File: src/rtl/i2c_own_pkg.sv
package i2c_own_pkg;
   typedef enum logic [1:0] {
      OWN_IDLE = 2'd0,
      OWN_SW   = 2'd1,
      OWN_HW   = 2'd2,
      OWN_MCU  = 2'd3
   } own_e;
endpackage

File: src/rtl/i2c_own_sel.sv
module i2c_own_sel
   import i2c_own_pkg::*;
(
   input  logic clk,
   input  logic rst_n,
   input  logic hw_req,
   input  logic mcu_lock,
   input  logic sw_req,
   input  logic sw_done,
   input  logic eng_busy,
   output own_e owner_q,
   output logic preempt
);
   own_e cand;
   own_e owner_d;

   always_comb begin
      if (mcu_lock)                 cand = OWN_MCU;
      else if (hw_req)              cand = OWN_HW;
      else if (sw_req && !sw_done)  cand = OWN_SW;
      else                          cand = OWN_IDLE;
   end

   assign preempt = (owner_q == OWN_SW) && hw_req && !mcu_lock && eng_busy;

   always_comb begin
      if (!eng_busy || preempt) owner_d = cand;
      else                      owner_d = owner_q;
   end

   always_ff @(posedge clk or negedge rst_n) begin
      if (!rst_n) owner_q <= OWN_IDLE;
      else        owner_q <= owner_d;
   end


   mcu_take_chk: assert property (@(posedge clk) disable iff (!rst_n)
      (mcu_lock && !eng_busy) |=> (owner_q == OWN_MCU));

   busy_hold_chk: assert property (@(posedge clk) disable iff (!rst_n)
      (eng_busy && owner_q != OWN_SW) |=> $stable(owner_q));

   preempt_chk: assert property (@(posedge clk) disable iff (!rst_n)
      (owner_q == OWN_SW && eng_busy && hw_req && !mcu_lock) |=> (owner_q == OWN_HW));
endmodule

File: src/rtl/i2c_own_go.sv
module i2c_own_go
   import i2c_own_pkg::*;
(
   input  logic clk,
   input  logic rst_n,
   input  own_e owner_q,
   input  logic sw_go,
   input  logic sw_done,
   input  logic no_queue,
   input  logic preempt,
   input  logic eng_busy,
   output logic eng_go,
   output logic go_reject,
   output logic restart_pend
);
   logic owned, queue_go, launch, reject, pend_d;

   assign owned    = (owner_q == OWN_SW);
   assign queue_go = sw_go && (owner_q == OWN_HW) && !no_queue;
   assign launch   = (sw_go && owned) || (restart_pend && owned && !eng_busy);
   assign reject   = (sw_go && !owned && !queue_go) || (preempt && no_queue);

   always_comb begin
      if (sw_done)                                   pend_d = 1'b0;
      else if ((preempt && !no_queue) || queue_go)   pend_d = 1'b1;
      else if (restart_pend && owned && !eng_busy)   pend_d = 1'b0;
      else                                           pend_d = restart_pend;
   end

   always_ff @(posedge clk or negedge rst_n) begin
      if (!rst_n) begin
         eng_go       <= 1'b0;
         go_reject    <= 1'b0;
         restart_pend <= 1'b0;
      end else begin
         eng_go       <= launch;
         go_reject    <= reject;
         restart_pend <= pend_d;
      end
   end


   go_owner_chk: assert property (@(posedge clk) disable iff (!rst_n)
      eng_go |-> $past(owner_q == OWN_SW));

   done_clr_chk: assert property (@(posedge clk) disable iff (!rst_n)
      sw_done |=> !restart_pend);
endmodule

File: src/rtl/i2c_own_pwr.sv
module i2c_own_pwr
   import i2c_own_pkg::*;
#(
   parameter int KEEP_POWER = 0
)(
   input  logic clk,
   input  logic rst_n,
   input  own_e owner_q,
   input  logic sw_done,
   output logic eng_en,
   output logic eng_soft_rst,
   output logic eng_stat_rst
);
   logic en_d;

   generate
      if (KEEP_POWER < 0 || KEEP_POWER > 1) begin : g_bad
         $error("KEEP_POWER must be 0 or 1");
      end
      if (KEEP_POWER == 1) begin : g_keep
         assign en_d = eng_en || (owner_q == OWN_SW);
      end else begin : g_gate
         assign en_d = sw_done ? 1'b0 : (eng_en || (owner_q == OWN_SW));
      end
   endgenerate

   always_ff @(posedge clk or negedge rst_n) begin
      if (!rst_n) begin
         eng_en       <= 1'b0;
         eng_soft_rst <= 1'b0;
         eng_stat_rst <= 1'b0;
      end else begin
         eng_en       <= en_d;
         eng_stat_rst <= sw_done;
         eng_soft_rst <= sw_done && (owner_q == OWN_SW);
      end
   end


   soft_rst_chk: assert property (@(posedge clk) disable iff (!rst_n)
      eng_soft_rst |-> $past(owner_q == OWN_SW));

   stat_rst_chk: assert property (@(posedge clk) disable iff (!rst_n)
      eng_soft_rst |-> eng_stat_rst);
endmodule

File: src/rtl/i2c_own_arb.sv
module i2c_own_arb
   import i2c_own_pkg::*;
#(
   parameter int KEEP_POWER = 0
)(
   input  logic       clk,
   input  logic       rst_n,
   input  logic       hw_req,
   input  logic       mcu_lock,
   input  logic       sw_req,
   input  logic       sw_done,
   input  logic       sw_go,
   input  logic       no_queue,
   input  logic       eng_busy,
   output logic [1:0] owner,
   output logic       eng_go,
   output logic       go_reject,
   output logic       restart_pend,
   output logic       eng_en,
   output logic       eng_soft_rst,
   output logic       eng_stat_rst
);
   own_e owner_q;
   logic preempt;

   i2c_own_sel u_sel (
      .clk(clk), .rst_n(rst_n), .hw_req(hw_req), .mcu_lock(mcu_lock),
      .sw_req(sw_req), .sw_done(sw_done), .eng_busy(eng_busy),
      .owner_q(owner_q), .preempt(preempt)
   );

   i2c_own_go u_go (
      .clk(clk), .rst_n(rst_n), .owner_q(owner_q), .sw_go(sw_go),
      .sw_done(sw_done), .no_queue(no_queue), .preempt(preempt),
      .eng_busy(eng_busy), .eng_go(eng_go), .go_reject(go_reject),
      .restart_pend(restart_pend)
   );

   i2c_own_pwr #(.KEEP_POWER(KEEP_POWER)) u_pwr (
      .clk(clk), .rst_n(rst_n), .owner_q(owner_q), .sw_done(sw_done),
      .eng_en(eng_en), .eng_soft_rst(eng_soft_rst), .eng_stat_rst(eng_stat_rst)
   );

   assign owner = owner_q;


   no_go_unowned_chk: assert property (@(posedge clk) disable iff (!rst_n)
      (sw_go && owner_q != OWN_SW && !restart_pend) |=> !eng_go);
endmodule

File: config.mk
export PLATFORM = sky130hd
export DESIGN_NAME = i2c_own_arb
export DESIGN_NICKNAME = d
export VERILOG_FILES = /design/src/rtl/i2c_own_pkg.sv /design/src/rtl/i2c_own_sel.sv /design/src/rtl/i2c_own_go.sv /design/src/rtl/i2c_own_pwr.sv /design/src/rtl/i2c_own_arb.sv
export SDC_FILE = /design/constraint.sdc
export NUM_CORES = 1
export LEC_CHECK = 0
export BUFFER_PORTS_ARGS = -buffer_cell sky130_fd_sc_hd__buf_2
export CORE_AREA = 3 3 40 42
export DETAILED_ROUTE_END_ITERATION = 16
export DIE_AREA = 0 0 43 45
export PLACE_DENSITY = 0.54
export SYNTH_ARGS = -nofsm -noshare
export SYNTH_HDL_FRONTEND = slang
export SYNTH_SLANG_ARGS = --single-unit
File: constraint.sdc
create_clock -name clk -period 2.8 [get_ports clk]
set_input_delay 0.42 -clock clk [delete_from_list [all_inputs] [get_ports clk]]
set_output_delay 0.42 -clock clk [all_outputs]
set_load 0.005 [all_outputs]
==> results of run 1 <==
[cell type report]
cell class	instances	area (um2)
clock buffer	3	22.5
timing repair buffer	17	90.1
multi-input combinational	22	131
fill	136	803
inverter	5	18.8
sequential	8	200
tap	15	18.8
[through the flow]
step | area [um2] | std cells | utilization (%) | worst slack [ns] | hold slack, ns
floorplan | 350 | 35 | - | 1.66 | 0.124
global placement | 449 | 66 | 35.0 | 1.56 | 0.270
detailed placement | 449 | 66 | 35.0 | 1.54 | 0.273
CTS | 472 | 69 | 36.7 | 1.48 | 0.00151
global route | 482 | 70 | 37.5 | 1.43 | 0.336
finish | 482 | 70 | 37.5 | 1.48 | 0.346
[worst paths after layout]
| kind | end | slack, ns | cells after the start |
|---|---|---|---|
| hold / removal | u_pwr.eng_stat_rst | 0.35 | 1 |
| min in group asynchronous | u_go.eng_go | 0.53 | 2 |
| max in group asynchronous | u_sel.owner_q[1] | 2.10 | 2 |
| setup reg to reg | u_go.restart_pend | 1.60 | 3 |
| hold reg to reg | u_pwr.eng_en | 0.51 | 2 |
| setup / recovery | owner[0] | 1.48 | 1 |
[cells in the final DEF (no fill, tap or decap)]
master	instances
dfrtp_1	8
nor2_1	7
inv_1	5
a32oi_1	1
nand2_1	1
nand3b_1	1
nor3b_1	1
o21ai_0	3
nand2b_4	1
clkbuf_4	3
dlygate4sd3_1	1
a221oi_1	1
a21oi_1	2
buf_2	16
or3_1	1
a32o_1	1
a31oi_1	1
a211oi_1	1
[kinds of logic (layout without fill, tap and decap cells)]
logic type             Yosys count  in the layout  share of synthesized area, %
AOI/OAI and AO/OA               10             10                          18.9
buffers and inverters            5             25                          5.36
DFF                              8              8                          57.1
and+or+nand+nor                 12             12                          18.6
[sequential cells by signal, indices dropped and copies added (netlist names)]
signal,count
u_go.restart_pend,1
u_sel.owner_q,2
u_pwr.eng_en,1
u_go.go_reject,1
u_pwr.eng_stat_rst,1
u_pwr.eng_soft_rst,1
u_go.eng_go,1
[repair_timing]
| action | CTS | global route |
|---|---|---|
| hold buffers | 0 | 1 |
| hold endpoints to repair | 0 | 4 |
| resized for setup | 0 | 0 |
| buffers inserted | 0 | 0 |
[metal layers]
layer | wire, um | GRT usage [%] | up-vias
li1 | - | - | 164
met1 | 372 | 12.4 | 142
met2 | 289 | 9.58 | 18
met3 | 86 | 4.38 | 2
met4 | 15 | 5.42 | 0
met5 | 0 | 0 | -
[power groups by stage]
stage / sequential (mW) / clock [mW] / combinational [mW]
final: 0.136 / 0.0888 / 0.0453
after global routing: 0.137 / 0.100 / 0.0508
after CTS: 0.136 / 0.0910 / 0.0451
after detailed placement: 0.138 / 0 / 0.0450
after global placement: 0.138 / 0 / 0.0456
after floorplan: 0.138 / 0 / 0.0186
==> impl_metrics.env, run 1 <==
export IMPL_internal_power_uw=199
export IMPL_swShare_pct=26.4
export IMPL_synth_edf_count=0
export IMPL_grt_pass1_vias=254
export IMPL_routed_wl_um=763
export IMPL_slowest_delay_ns=0.48
export IMPL_synthToLayoutAreaGrowth_pct=37.5
export IMPL_postSynthRegisterBits=8
export IMPL_first_pass_iters=4
export IMPL_grt_pass1_wl_um=1170
export IMPL_start_kind="flop"
export IMPL_hpwl_um=592
export IMPL_antenna_found_initial=0
export IMPL_clkPwrFrac_pct=32.9
export IMPL_syn_area_um2=350
export IMPL_cellPowerDensity_mw_per_mm2=560
export IMPL_seqPwrFrac_pct=50.3
export IMPL_synth_top_cells_by_count="dfrtp_1, nor2_1, inv_1"
export IMPL_yosys_area_top_type_share_pct=57.1
export IMPL_h_tree_depth=1
export IMPL_dieArea_mm2=0.00194
export IMPL_yosys_warnings=0
export IMPL_seq_area_frac_synth_pct=57.1
export IMPL_worst_path_max_fanout=6
export IMPL_rsz0062_at_grt="no"
export IMPL_pwr_share_comb_pct=16.8
export IMPL_grtUsageTotal_pct=8.58
export IMPL_postSynthNetCount=44
export IMPL_fp_dieH_um=45
export IMPL_core_mm2=0.00128
export IMPL_timing_final_crit_share_pct=47.2
export IMPL_arrival_ns=0.90
export IMPL_fin_setup_tns_ns=0
export IMPL_worst_pin_slew_ns=0.261
export IMPL_cp_data_required_time_ns=2.38
export IMPL_synthCells=35
export IMPL_wl_per_cell_um=10.9
export IMPL_yosys_top_cells_area="dfrtp_1, nor2_1, inv_1, o21ai_0, nand2b_4"
export IMPL_drv_slew=0
export IMPL_period_minus_slack_ns=1.32
export IMPL_status="complete, no violations"
export IMPL_slew_headroom_pct=82.6
export IMPL_nNetsFinal=66
export IMPL_clockBufferDepth=2
export IMPL_gr_total_overflow=0
export IMPL_slowest_stage="dfrtp_1"
export IMPL_cts_sinks=8
export IMPL_fmax_mhz=756
export IMPL_ios=17
export IMPL_power_uw=270
export IMPL_clock_latency_ns=0.25
export IMPL_vias=326
export IMPL_rows=13
export IMPL_hold_viol=0
export IMPL_antenna_cells=0
export IMPL_synth_area_leader_cell="dfrtp_1"
export IMPL_cts_buffers=3
export IMPL_synth_most_common_cell="dfrtp_1"
export IMPL_p_leak_nw=0.250
export IMPL_worst_path_buf_inv=1
export IMPL_vias_per_cell=4.66
export IMPL_initial_utilization_pct=27.3
export IMPL_cp_end_kind="primary output"
export IMPL_postRouteAntennaNets=0
export IMPL_peakVddDrop_v=0.000169
export IMPL_die_x_um=43
export IMPL_hp_start="sw_done"
export IMPL_grt_start_max_net_pins=9
export IMPL_gp_congestion=0.633
export IMPL_path_clk_slew_ns=0.05
export IMPL_maxCapViolCount=0
export IMPL_crit_start="u_sel.owner_q[0]"
export IMPL_crit_chain="buf_2"
export IMPL_synth_avg_cell_area_um2=10.0
export IMPL_min_path_type="input pin to flop"
export IMPL_path_class="flop to primary output"
export IMPL_skew_ns=0.00131
export IMPL_async_flop_share_pct=100
export IMPL_drc_errors=0
export IMPL_finalSetupViolCount=0
export IMPL_drtIter0Drc=4
export IMPL_r2r_start="u_sel.owner_q[1]"
export IMPL_p_sw_uw=71.2
export IMPL_synth_cell_types=15
export IMPL_cp_top_family="flip-flops"
export IMPL_drive_above_1_share_pct=36.4
export IMPL_synth_ff_type="dfrtp_1"
export IMPL_io_buffers=16
export IMPL_cts_root_buffer="clkbuf_4"
export IMPL_cts_tree="yes"
Note: power is estimated with default switching activity, not from simulation.
==> run 2: changes to the inputs <==
--- a/config.mk
+++ b/config.mk
@@ -5,11 +5,12 @@
 export SDC_FILE = /design/constraint.sdc
 export NUM_CORES = 1
 export LEC_CHECK = 0
+export ABC_AREA = 1
 export BUFFER_PORTS_ARGS = -buffer_cell sky130_fd_sc_hd__buf_2
 export CORE_AREA = 3 3 40 42
 export DETAILED_ROUTE_END_ITERATION = 16
 export DIE_AREA = 0 0 43 45
-export PLACE_DENSITY = 0.54
+export PLACE_DENSITY = 0.56
 export SYNTH_ARGS = -nofsm -noshare
 export SYNTH_HDL_FRONTEND = slang
 export SYNTH_SLANG_ARGS = --single-unit
==> constraint.sdc (replaced) <==
create_clock -name clk -period 1.3 [get_ports clk]
set_input_delay 0.195 -clock clk [delete_from_list [all_inputs] [get_ports clk]]
set_output_delay 0.195 -clock clk [all_outputs]
set_load 0.005 [all_outputs]
==> run 2 against run 1 <==
Die area unchanged. Clock skew down 0.00089 ns. Area after synthesis up 7.9%. Flip-flop and latch count unchanged. Routed wire length up 1.2%. Setup slack worse by 1.2 ns. Worst hold slack worse by 0.24 ns. Critical path type unchanged. Highest routed layer unchanged.
==> impl_metrics.env, run 2 <==
export IMPL_status="complete, no violations"
export IMPL_clock_latency_ns=0.25
export IMPL_rows=13
export IMPL_antenna_cells=0
export IMPL_finalSetupViolCount=0
export IMPL_synth_cell_types=15
export IMPL_crit_chain="buf_2"
export IMPL_grtUsageTotal_pct=9.74
export IMPL_drive_above_1_share_pct=48.4
export IMPL_synthToLayoutAreaGrowth_pct=34.8
export IMPL_yosys_warnings=0
export IMPL_fp_dieH_um=45
export IMPL_final_cell_mix="buf_2, dfrtp_1, inv_1"
export IMPL_synth_edf_count=0
export IMPL_timing_final_crit_share_pct=76.6
export IMPL_maxCapViolCount=0
export IMPL_async_flop_share_pct=100
export IMPL_synth_area_leader_cell="dfrtp_1"
export IMPL_final_common_cell="buf_2"
export IMPL_grt_start_max_net_pins=9
export IMPL_worst_path_buf_inv=1
export IMPL_grt_pass1_vias=306
export IMPL_postRouteAntennaNets=0
export IMPL_grt_use_met2_pct=13.5
export IMPL_synth_avg_cell_area_um2=9.00
export IMPL_worst_path_max_fanout=4
export IMPL_ios=17
export IMPL_clkPwrFrac_pct=33.0
export IMPL_slew_headroom_pct=88.1
export IMPL_io_buffers=16
export IMPL_arrival_ns=0.80
export IMPL_power_uw=569
export IMPL_swShare_pct=26.4
export IMPL_path_class="flop to primary output"
export IMPL_peakVddDrop_v=0.000311
export IMPL_drc_errors=0
export IMPL_synthCells=42
export IMPL_dieArea_mm2=0.00194
export IMPL_vias_per_cell=4.34
export IMPL_seqPwrFrac_pct=49.1
export IMPL_cp_data_required_time_ns=1.11
export IMPL_yosys_area_top_type_share_pct=53.0
export IMPL_hpwl_um=635
export IMPL_grt_pass1_wl_um=1320
export IMPL_met3_usage_pct=1.99
export IMPL_yosys_top_cells_area="dfrtp_1, inv_1, nand2_1, nand2_2, nor2_1"
export IMPL_skew_ns=0.000416
export IMPL_clockBufferDepth=2
export IMPL_slowest_delay_ns=0.41
export IMPL_period_minus_slack_ns=0.996
export IMPL_routed_wl_um=772
export IMPL_p_leak_nw=0.279
export IMPL_cts_buffers=3
export IMPL_hold_viol=0
export IMPL_nNetsFinal=73
export IMPL_min_path_type="input pin to flop"
export IMPL_core_mm2=0.00128
export IMPL_path_clk_slew_ns=0.05
export IMPL_vias=334
export IMPL_regMostFlops="u_sel.owner_q"
export IMPL_synth_ff_type="dfrtp_1"
export IMPL_p_sw_uw=150
export IMPL_postSynthRegisterBits=8
export IMPL_internal_power_uw=418
export IMPL_synth_top_cells_by_count="dfrtp_1, inv_1, nand2_1, nor2_1"
export IMPL_slowest_stage="dfrtp_1"
export IMPL_worst_pin_slew_ns=0.179
export IMPL_drtIter0Drc=6
export IMPL_cellPowerDensity_mw_per_mm2=1120
export IMPL_initial_utilization_pct=29.4
export IMPL_cts_root_buffer="clkbuf_4"
export IMPL_postSynthNetCount=51
export IMPL_cts_sinks=8
export IMPL_h_tree_depth=1
export IMPL_cts_tree="yes"
export IMPL_cp_top_family="flip-flops"
export IMPL_largest_register_ffs=2
export IMPL_fmax_mhz=1000
export IMPL_synth_most_common_cell="dfrtp_1"
export IMPL_grt_use_met1_pct=11.9
export IMPL_seq_area_frac_synth_pct=53.0
export IMPL_fin_setup_tns_ns=0
export IMPL_gr_total_overflow=0
export IMPL_syn_area_um2=378
export IMPL_rsz0062_at_grt="no"
export IMPL_die_x_um=43
export IMPL_pwr_share_comb_pct=17.9
export IMPL_gp_congestion=0.761
export IMPL_start_kind="flop"
export IMPL_cp_end_kind="primary output"
export IMPL_antenna_found_initial=0
export IMPL_drv_slew=0
export IMPL_wl_per_cell_um=10.0
export IMPL_first_pass_iters=4
export IMPL_grt_busiest_layer="met2"
## run 2: cell count changes after synthesis, moves of 2 or more
cell,change
inv_2,+3
nand2_1,+4
nor2_1,-2
nand3_1,+2
nand2_2,+3
o21ai_0,-3
## run 2: final timing paths
kind                                       start                  to  slack [ns]  depth (start not counted)
min in group asynchronous                  rst_n         u_go.eng_go        0.31                          2
worst min register to register      u_pwr.eng_en        u_pwr.eng_en        0.49                          2
worst max-delay path            u_sel.owner_q[0]            owner[0]        0.30                          1
worst max register to register  u_sel.owner_q[0]    u_sel.owner_q[1]        0.32                          6
max in group asynchronous                  rst_n  u_pwr.eng_soft_rst        0.83                          2
worst min-delay path                     sw_done  u_pwr.eng_stat_rst        0.11                          1
## run 2: layer usage
| layer | wire (um) | up-vias |
|---|---|---|
| met5 | 0 | - |
| met4 | 27 | 0 |
| met3 | 65 | 2 |
| met2 | 346 | 14 |
| met1 | 333 | 144 |
| li1 | - | 174 |
## run 2: area by class of cell
cell class / count / area [um2]
Fill cell: 130 / 776
Sequential cell: 8 / 200
Multi-Input combinational cell: 25 / 144
Timing Repair Buffer: 17 / 90.1
Inverter: 9 / 33.8
Clock buffer: 3 / 22.5
Tap cell: 15 / 18.8
## run 2: timing repair
action                     4_1_cts  5_1_grt
hold buffers                     1        0
resized for setup                0        0
hold endpoints to repair         8        0
setup buffers                    0        0
setup endpoints to repair        0        0
## run 2: power groups by stage
stage / logic, mW / clock network (mW) / registers (mW)
floorplan: 0.0484 / 0 / 0.286
global placement: 0.101 / 0 / 0.283
detailed placement: 0.101 / 0 / 0.284
CTS: 0.104 / 0.199 / 0.280
global route: 0.117 / 0.219 / 0.281
finish: 0.102 / 0.188 / 0.279
## run 2: cells by family after synthesis
family	count (synthesis)	share of synthesized area, %
AOI/OAI and AO/OA	8	14.9
DFF	8	53.0
and+or+nand+nor	17	23.2
buffers and inverters	9	8.94
## run 2: per-stage QoR
step	hold slack (ns)	setup slack [ns]	instances	area (um2)	util (%)
final	0.105	0.304	77	509	39.6
after global routing	0.104	0.218	77	509	39.6
after CTS	0.0975	0.289	77	509	39.6
after detailed placement	0.0433	0.328	73	477	37.1
after global placement	0.0451	0.332	73	477	37.1
after floorplan	-0.101	0.387	42	378	-
==> run 3: changes to the inputs <==
--- a/config.mk
+++ b/config.mk
@@ -10,7 +10,7 @@
 export CORE_AREA = 3 3 40 42
 export DETAILED_ROUTE_END_ITERATION = 16
 export DIE_AREA = 0 0 43 45
-export PLACE_DENSITY = 0.56
+export PLACE_DENSITY = 0.58
 export SYNTH_ARGS = -nofsm -noshare
 export SYNTH_HDL_FRONTEND = slang
 export SYNTH_SLANG_ARGS = --single-unit
==> constraint.sdc (replaced) <==
create_clock -name clk -period 0.85 [get_ports clk]
set_input_delay 0.1275 -clock clk [delete_from_list [all_inputs] [get_ports clk]]
set_output_delay 0.1275 -clock clk [all_outputs]
set_load 0.005 [all_outputs]
==> run 3 against run 2 <==
The run now ends with setup timing left. Critical path depth increased by 1. Final area increased by 24%. Clock-buffer cell count unchanged. Clock skew increased by 0.0028 ns. Total power increased by 74%. Clock power increased by 61%. Global-route usage increased by 1.6 points. Die area unchanged. Routed wire length increased by 20%. Critical endpoint is now owner[1]. Largest cell class unchanged. Largest power group unchanged.
==> impl_metrics.env, run 3 (synthesis gave the netlist of run 2 again) <==
export IMPL_final_cell_mix="buf_2, dfrtp_1, inv_1, buf_4"
export IMPL_final_cells=84
export IMPL_antenna_cells=0
export IMPL_antenna_found_initial=0
export IMPL_core_mm2=0.00128
export IMPL_io_buffers=16
export IMPL_worst_pin_slew_ns=0.203
export IMPL_fin_ws_ns=-0.167
export IMPL_synthToLayoutAreaGrowth_pct=66.6
export IMPL_p_leak_nw=0.328
export IMPL_initial_utilization_pct=29.4
export IMPL_status="complete, but fails checks"
export IMPL_hp_start="sw_done"
export IMPL_dieArea_mm2=0.00194
export IMPL_fp_dieH_um=45
export IMPL_vias=370
export IMPL_grt_start_max_net_pins=9
export IMPL_h_tree_depth=1
export IMPL_placedCellCount=77
export IMPL_finalSetupViolCount=13
export IMPL_hpwl_um=708
export IMPL_cts_sinks=8
export IMPL_regMostFlops="u_sel.owner_q"
export IMPL_clockBufferDepth=2
export IMPL_clock_latency_ns=0.26
export IMPL_period_minus_slack_ns=1.02
export IMPL_min_path_type="input pin to flop"
export IMPL_cts_buffers=3
export IMPL_grt_pass1_wl_um=1530
export IMPL_start_kind="flop"
export IMPL_gr_total_overflow=0
export IMPL_first_pass_iters=2
export IMPL_largest_register_ffs=2
export IMPL_drtIter0Drc=4
export IMPL_rsz0062_at_grt="yes"
export IMPL_grt_pass1_vias=378
export IMPL_power_uw=990
export IMPL_arrival_ns=0.89
export IMPL_nNetsFinal=80
export IMPL_postRouteAntennaNets=0
export IMPL_maxCapViolCount=0
export IMPL_wl_per_cell_um=11.0
export IMPL_routed_wl_um=927
export IMPL_r2r_start="u_sel.owner_q[1]"
export IMPL_final_common_cell="buf_2"
export IMPL_post_place_ws_ns=-0.0914
export IMPL_fmax_mhz=984
export IMPL_failed_checks="setup timing"
export IMPL_hold_viol=0
export IMPL_cp_data_required_time_ns=0.72
export IMPL_slew_headroom_pct=86.4
export IMPL_ios=17
export IMPL_cts_tree="yes"
export IMPL_skew_ns=0.00317
export IMPL_crit_start="u_sel.owner_q[1]"
export IMPL_cellPowerDensity_mw_per_mm2=1570
export IMPL_peakVddDrop_v=0.000665
export IMPL_worst_path_max_fanout=3
export IMPL_timing_final_crit_share_pct=120
export IMPL_rows=13
export IMPL_gp_congestion=0.808
export IMPL_grtUsageTotal_pct=11.3
export IMPL_path_clk_slew_ns=0.06
export IMPL_drv_slew=0
export IMPL_cts_root_buffer="clkbuf_4"
export IMPL_drc_errors=0
export IMPL_path_class="flop to primary output"
export IMPL_cp_end_kind="primary output"
export IMPL_vias_per_cell=4.40
export IMPL_hold_slack_ns=0.0295
export IMPL_die_x_um=43
export IMPL_drive_above_1_share_pct=68.1
## run 3: changes by cell type in the layout (fill, tap and decap cells not counted), sizes merged
| cell | previous run | this run |
|---|---|---|
| buf | 16 | 23 |
## run 3: layout make-up
type	instances	area [um2]
fillers	122	656
flip-flops and latches	8	201
multi-input cells	25	188
repair buffers	24	163
inverters	9	36.3
clock buffers	3	22.5
well taps	15	18.8
## run 3: routing by layer
| layer | GRT usage [%] | routed length, um | up-vias |
|---|---|---|---|
| li1 | - | - | 185 |
| met1 | 12.8 | 392 | 164 |
| met2 | 16.5 | 427 | 16 |
| met3 | 2.79 | 61 | 5 |
| met4 | 12.7 | 45 | 0 |
| met5 | 0 | 0 | - |
## run 3: path summary, 6_finish.rpt
path	end	slack, ns	depth (start not counted)
hold reg to reg	u_pwr.eng_en	0.60	3
min in group asynchronous	u_go.eng_go	0.23	2
setup reg to reg	u_sel.owner_q[1]	-0.11	7
hold / removal	u_pwr.eng_stat_rst	0.03	1
max in group asynchronous	u_sel.owner_q[0]	0.44	2
setup / recovery	owner[1]	-0.17	2
## run 3: worst max-delay path, cell delays in order (launching register included)
cell and delay (ns):
dfrtp_1 0.41, buf_6 0.13, buf_6 0.10
## run 3: report_power, final
| group | switching, mW | internal [mW] | total (mW) |
|---|---|---|---|
| registers | 0.0209 | 0.412 | 0.432 |
| clock network | 0.141 | 0.162 | 0.303 |
| logic | 0.122 | 0.133 | 0.255 |
## run 3: stage by stage
step	setup TNS (ns)	instance area (um2)	util (%)
after floorplan	-0.128	392	-
after global placement	-0.293	520	40.5
after detailed placement	-0.361	520	40.5
after CTS	-0.917	597	46.4
after global routing	-1.42	629	49.0
final	-0.792	629	49.0
## run 3: timing repair
| action | 4_1_cts | 5_1_grt |
|---|---|---|
| setup buffers | 2 | 1 |
| gates resized for setup | 7 | 7 |
| pin swaps | 0 | 1 |
| gates cloned | 0 | 0 |
| endpoints found under the setup margin | 15 | 15 |
| hold buffers | 1 | 0 |
| hold endpoints to repair | 8 | 0 |
